==> src/rtl/key_scan_pkg.sv <==
package key_scan_pkg;
    // Scanner control states
    typedef enum logic [1:0] {
        ST_SCAN  = 2'd0,   // counter running
        ST_PRESS = 2'd1,   // counting low ticks before acceptance
        ST_HELD  = 2'd2    // code reported, waiting for stable release
    } scan_st_e;
endpackage

==> src/rtl/scan_tick_gen.sv <==
module scan_tick_gen #(
    parameter int DIV = 4096
) (
    input  logic clk,
    input  logic rst_n,
    output logic tick
);
    localparam int CW = $clog2(DIV + 1);

    logic [CW-1:0] cnt_d, cnt_q;

    always_comb begin
        cnt_d = (cnt_q == CW'(DIV - 1)) ? '0 : cnt_q + 1'b1;
    end

    always_ff @(posedge clk or negedge rst_n) begin
        if (!rst_n) cnt_q <= '0;
        else        cnt_q <= cnt_d;
    end

    assign tick = (cnt_q == CW'(DIV - 1));
endmodule

==> src/rtl/sense_sync.sv <==
module sense_sync (
    input  logic clk,
    input  logic rst_n,
    input  logic sense_n,
    output logic pressed
);
    logic [1:0] sh_d, sh_q;

    always_comb begin
        sh_d = {sh_q[0], sense_n};
    end

    always_ff @(posedge clk or negedge rst_n) begin
        if (!rst_n) sh_q <= 2'b11;
        else        sh_q <= sh_d;
    end

    assign pressed = ~sh_q[1];
endmodule

==> src/rtl/sel_decode.sv <==
module sel_decode #(
    parameter int KEYS   = 32,
    parameter int CODE_W = $clog2(KEYS)
) (
    input  logic [CODE_W-1:0] code,
    output logic [KEYS-1:0]   sel_n
);
    for (genvar i = 0; i < KEYS; i++) begin : g_sel
        assign sel_n[i] = (code != CODE_W'(i));
    end
endmodule

==> src/rtl/key_scanner.sv <==
module key_scanner
    import key_scan_pkg::*;
#(
    parameter int KEYS          = 32,
    parameter int TICK_DIV      = 4096,
    parameter int PRESS_TICKS   = 3,
    parameter int RELEASE_TICKS = 4
) (
    input  logic                    clk,
    input  logic                    rst_n,
    input  logic                    sense_n,
    output logic [KEYS-1:0]         sel_n,
    output logic [$clog2(KEYS)-1:0] key_code,
    output logic                    key_stb
);
    localparam int CODE_W = $clog2(KEYS);
    localparam int PW     = $clog2(PRESS_TICKS + 1);
    localparam int RW     = $clog2(RELEASE_TICKS + 1);

    typedef struct packed {
        scan_st_e          st;
        logic [CODE_W-1:0] code;
        logic [PW-1:0]     lo_cnt;
        logic [RW-1:0]     hi_cnt;
        logic              stb;
    } scan_regs_t;

    scan_regs_t r_d, r_q;
    logic       tick;
    logic       pressed;

    scan_tick_gen #(.DIV(TICK_DIV)) u_tick (
        .clk   (clk),
        .rst_n (rst_n),
        .tick  (tick)
    );

    sense_sync u_sync (
        .clk     (clk),
        .rst_n   (rst_n),
        .sense_n (sense_n),
        .pressed (pressed)
    );

    sel_decode #(.KEYS(KEYS), .CODE_W(CODE_W)) u_dec (
        .code  (r_q.code),
        .sel_n (sel_n)
    );

    function automatic logic [CODE_W-1:0] next_pos(input logic [CODE_W-1:0] c);
        return (c == CODE_W'(KEYS - 1)) ? '0 : c + 1'b1;
    endfunction

    always_comb begin
        r_d     = r_q;
        r_d.stb = 1'b0;
        if (tick) begin
            unique case (r_q.st)
                ST_SCAN: begin
                    if (pressed) begin
                        r_d.lo_cnt = PW'(1);
                        if (PRESS_TICKS <= 1) begin
                            r_d.st     = ST_HELD;
                            r_d.stb    = 1'b1;
                            r_d.hi_cnt = '0;
                        end else begin
                            r_d.st = ST_PRESS;
                        end
                    end else begin
                        r_d.code = next_pos(r_q.code);
                    end
                end
                ST_PRESS: begin
                    if (!pressed) begin
                        r_d.st = ST_SCAN;
                    end else if (r_q.lo_cnt == PW'(PRESS_TICKS - 1)) begin
                        r_d.st     = ST_HELD;
                        r_d.stb    = 1'b1;
                        r_d.hi_cnt = '0;
                    end else begin
                        r_d.lo_cnt = r_q.lo_cnt + 1'b1;
                    end
                end
                ST_HELD: begin
                    if (pressed) begin
                        r_d.hi_cnt = '0;
                    end else if (r_q.hi_cnt == RW'(RELEASE_TICKS - 1)) begin
                        r_d.st     = ST_SCAN;
                        r_d.hi_cnt = '0;
                        r_d.code   = next_pos(r_q.code);
                    end else begin
                        r_d.hi_cnt = r_q.hi_cnt + 1'b1;
                    end
                end
                default: r_d.st = ST_SCAN;
            endcase
        end
    end

    always_ff @(posedge clk or negedge rst_n) begin
        if (!rst_n) begin
            r_q.st     <= ST_SCAN;
            r_q.code   <= '0;
            r_q.lo_cnt <= '0;
            r_q.hi_cnt <= '0;
            r_q.stb    <= 1'b0;
        end else begin
            r_q <= r_d;
        end
    end

    assign key_code = r_q.code;
    assign key_stb  = r_q.stb;
endmodule

==> config.mk <==
export PLATFORM = sky130hd
export DESIGN_NAME = key_scanner
export DESIGN_NICKNAME = d
export VERILOG_FILES = /design/src/rtl/key_scan_pkg.sv /design/src/rtl/scan_tick_gen.sv /design/src/rtl/sense_sync.sv /design/src/rtl/sel_decode.sv /design/src/rtl/key_scanner.sv
export SDC_FILE = /design/constraint.sdc
export NUM_CORES = 1
export LEC_CHECK = 0
export ABC_CLOCK_PERIOD_IN_PS = 3700
export CORE_MARGIN = 4
export CORE_UTILIZATION = 56
export CTS_CLUSTER_DIAMETER = 200
export DETAILED_ROUTE_END_ITERATION = 6
export DONT_BUFFER_PORTS = 1
export GPL_TIMING_DRIVEN = 0
export PLACE_DENSITY = 0.75
export SLEW_MARGIN = 15
export SYNTH_ARGS = -nofsm -noshare
export SYNTH_HDL_FRONTEND = slang
export SYNTH_SLANG_ARGS = --single-unit
==> constraint.sdc <==
create_clock -name clk -period 3.7 [get_ports clk]
set_input_delay 0 -clock clk [delete_from_list [all_inputs] [get_ports clk]]
set_output_delay 0 -clock clk [all_outputs]
set_load 0.05 [all_outputs]
==> summary.md <==
The flow ran to the end, and the final reports show no timing, DRC or antenna violations. For the pin with the worst max-slew slack, the measured transition is 1020 ps. The die outline height came out at 62.45 um. The number of inserted filler cells in the final layout was 236; the total count of max-transition violations in the final report was 0. For this design, the sink count on the clock tree is 28.

In this run the static leakage power is 0.8090 nW. Walking the worst path, the cells encountered are ha_1 -> nand3_1 -> nor4_1 -> nand2_1 -> a22o_1. Count of endpoints failing hold in the final timing report: 0. Launching instance or port of the critical path: u_tick.cnt_q[0]. TritonCTS built the clock tree. The die footprint was 3900 um2; the count of state elements after synthesis was 28. For the first-pass GRT wire length, the log shows 6.030 mm.

Setup violations remaining at the end of the flow were counted as 0. The share of Yosys cell area claimed by the top area cell type is 0.3919. The worst hold path belongs to the class in2async. The routed design could run at a clock period as short as 2317 ps.

The repair_antennas step left the layout with diodes totalling 0. Entering global routing, the biggest net connects 29 pins. Counting both buffers and inverters, the worst setup path holds a total of 0. The number of maximum-capacitance violations was 0; the per-cell routed wire length was 15.13 um. The cell family contributing the most delay on the critical path is simple AND/OR/NAND/NOR gates. The layout cell share with drive strength beyond 1 works out to 0.1005. The number of warning messages in the yosys log was 0. The initial cell density of the core came out at 0.5919. The design draws 519.7 uW. For the final-layout setup total negative slack, the log shows 0 ps. Total DRC errors in the routed layout: 0. STA classifies the critical path startpoint as a flop.

After clock tree synthesis, the clock-pin slew on the worst setup and hold paths is 150 ps. Setup repair after global routing left no endpoint under its margin. The most common flop cell mapped by yosys was sky130_fd_sc_hd__dfrtp_1. The detailed router placed 1323 vias in this run. In this run the power density over the cells is 290.1 nW/um2.

The cell type with the highest aggregate area in the netlist was sky130_fd_sc_hd__dfrtp_1. The logs give 2805 um2 for the core area and 182 for the count of mapped cells out of synthesis. After legalization and detailed placement, the total HPWL measured 2.554 mm. Total track usage: 0.1850. In this run the deepest clock path goes through 2 buffers. The H-tree depth is 1. The largest individual stage delay along the critical path comes from the cell sky130_fd_sc_hd__nor4_1. At the end of the flow, the number of nets in the layout was 203. After synthesis the cells add up to 1660 um2.

The logs give 51 for the number of DRC violations after detailed-routing iteration 0 and 3930 ps for the required time reported for the critical path endpoint. The relative max-transition margin was 0.3137; the count of buffers inserted at the top-level ports was 0. For flop-to-flop paths, the worst setup slack is 1380 ps. The count of nets left with antenna violations once routing finished came out at 0.

The floorplan has 19 rows. CTS root buffer: sky130_fd_sc_hd__clkbuf_4. For this run the aggregate overflow at the end of global routing stands at 0.

In this run the worst path has a maximum fanout of 5. The first TritonRoute pass finished after 4 iterations. Each instance of the synthesized netlist takes up on average 9.123 um2. The clock insertion delay at the later pin of the skew report came out at 330 ps.

Critical path capture point: r_q[2]. The worst setup path is of the reg2reg kind. The CTS buffer count is 3, and the arrival time at the worst endpoint is 2550 ps.

Counting buffers and inverters, the worst setup path is 5 cells deep. The launching point of the worst reg2reg path was u_tick.cnt_q[0]. The area growth from synthesis to layout is 7.913%, and the count of flip-flops with a built-in enable after synthesis is 0.

The tools report the number of antenna violations at the first check in global routing as 0. The largest single stage delay on the critical path is 870 ps. Based on the critical path, the design can be clocked at up to 431.6 MHz.

Ranked by total cell area, the synthesized netlist is headed by sky130_fd_sc_hd__dfrtp_1 (39%), sky130_fd_sc_hd__ha_1 (7.5%), sky130_fd_sc_hd__nand3_1 (6.0%). The run gives 0.0002487 V as the worst vdd rail ir drop. The die is 62.45 um wide.

The post-synthesis async set-or-reset flop share works out to 1.000. For the via count of the first global-routing pass, the log shows 1368. The number of nets in the synthesized netlist is 195.

After clock tree synthesis, the repair step resized 0 gates. In this run the critical register-to-register path is captured at r_q[2]. The sequential fraction of the synthesis area was 0.4235; the number of cells on the worst reg-to-reg path was 5.

The number of primary I/O pins was 41. Type of element capturing the critical path: a flop. The run gives 8.359 ps as the worst-case clock skew. Wires add up to 3.329 mm. Synthesis instantiated 40 different standard cells from the library. The congestion estimate from routability-driven global placement came to 0.7729. The post-route clock period utilization was 0.6262. After detailed routing, the number of vias per cell comes to 6.014.
==> cell usage after synthesis, types with 2 or more instances <==
master / number
sky130_fd_sc_hd__a22o_1: 2
sky130_fd_sc_hd__a31oi_1: 2
sky130_fd_sc_hd__and2_1: 2
sky130_fd_sc_hd__and3_1: 3
sky130_fd_sc_hd__buf_4: 5
sky130_fd_sc_hd__clkbuf_1: 7
sky130_fd_sc_hd__dfrtp_1: 26
sky130_fd_sc_hd__dfstp_2: 2
sky130_fd_sc_hd__ha_1: 10
sky130_fd_sc_hd__inv_1: 9
sky130_fd_sc_hd__mux2i_1: 5
sky130_fd_sc_hd__nand2_1: 24
sky130_fd_sc_hd__nand3_1: 20
sky130_fd_sc_hd__nand4_1: 3
sky130_fd_sc_hd__nor2_1: 14
sky130_fd_sc_hd__nor2b_1: 8
sky130_fd_sc_hd__nor3_1: 2
sky130_fd_sc_hd__nor4_1: 2
sky130_fd_sc_hd__o21a_1: 2
sky130_fd_sc_hd__o21ai_0: 8
sky130_fd_sc_hd__o31ai_1: 2
sky130_fd_sc_hd__xnor2_1: 2
sky130_fd_sc_hd__xor2_1: 5
==> per-stage QoR <==
| stage | worst slack (ps) | hold WS [ps] | cells | instance area, um2 | utilization |
|---|---|---|---|---|---|
| finish | 1383 | 69.61 | 220 | 1792 | 0.6387 |
| global route | 1164 | 72.13 | 220 | 1792 | 0.6387 |
| floorplan | 1860 | -295.6 | 182 | 1660 | - |
| global placement | 1496 | -294.7 | 213 | 1699 | 0.6057 |
| detailed placement | 1496 | -294.6 | 213 | 1699 | 0.6057 |
| CTS | 1457 | 66.70 | 220 | 1792 | 0.6387 |
==> worst min-delay path by stage <==
stage	cells after the start	startpoint	slack (ps)	end
after floorplan	0	rst_n	-300	key_code[0]
final	2	rst_n	70	u_tick.cnt_q[10]
after global routing	2	rst_n	70	u_tick.cnt_q[7]
after CTS	2	rst_n	70	u_tick.cnt_q[7]
after detailed placement	0	rst_n	-290	u_tick.cnt_q[7]
after global placement	0	rst_n	-290	u_tick.cnt_q[6]
==> per-layer routing <==
layer / track usage / up-vias / routed length [um]
met1: 0.2232 / 645 / 1518
li1: - / 638 / -
met4: 0.07438 / 0 / 43
met5: 0 / - / 0
met3: 0.03957 / 5 / 158
met2: 0.3196 / 35 / 1608
==> power breakdown <==
| group | internal (mW) | leakage (nW) | switching, mW |
|---|---|---|---|
| Clock | 0.110 | 0.0279 | 0.0891 |
| Sequential | 0.308 | 0.370 | 0.00103 |
| Combinational | 0.00425 | 0.411 | 0.00757 |
| Total | 0.422 | 0.809 | 0.0977 |
==> sequential cells by signal (all words and copies together), names as in the netlist <==
name          cells
key_code          5
r_q               7
key_stb           1
u_tick.cnt_q     13
u_sync.sh_q       2
==> layout by cell type (no fill, tap or decap), types with 3 or more instances in the layout <==
master / n
sky130_fd_sc_hd__xor2_1: 5
sky130_fd_sc_hd__inv_1: 9
sky130_fd_sc_hd__nand2_1: 24
sky130_fd_sc_hd__mux2i_1: 5
sky130_fd_sc_hd__nand4_1: 3
sky130_fd_sc_hd__and3_1: 3
sky130_fd_sc_hd__clkbuf_4: 3
sky130_fd_sc_hd__buf_4: 5
sky130_fd_sc_hd__dfrtp_1: 26
sky130_fd_sc_hd__nor2b_1: 8
sky130_fd_sc_hd__ha_1: 10
sky130_fd_sc_hd__nor2_1: 14
sky130_fd_sc_hd__o21ai_0: 8
sky130_fd_sc_hd__nand3_1: 20
sky130_fd_sc_hd__clkbuf_1: 7
==> kinds of logic (layout without fill, tap and decap cells) <==
logic type,Yosys count,after routing,share of synthesized area
and+or+nand+nor,87,87,0.2705
DFF,28,28,0.4235
AOI/OAI and AO/OA,23,23,0.1017
buffers and inverters,22,29,0.06179
adders and majority gates,10,10,0.07536
xor gates and xnor gates,7,7,0.03693
muxes,5,5,0.03014
==> timing repair <==
| action | 4_1_cts | 5_1_grt |
|---|---|---|
| hold buffers | 3 | 0 |
| setup buffers | 0 | 0 |
| endpoints found under the hold margin | 29 | 0 |
==> final cells by class <==
type,instances,area [um2],area share
clock buffer,3,22.52,0.01257
multi-input combinational,132,854.6,0.4770
inverter,9,33.78,0.01885
buffer,13,68.82,0.03841
sequential,28,703.2,0.3925
clock inverter,1,30.03,0.01676
tap,31,38.79,0.02165
timing repair buffer,3,40.04,0.02235
Power figures use the tool's default switching activity.
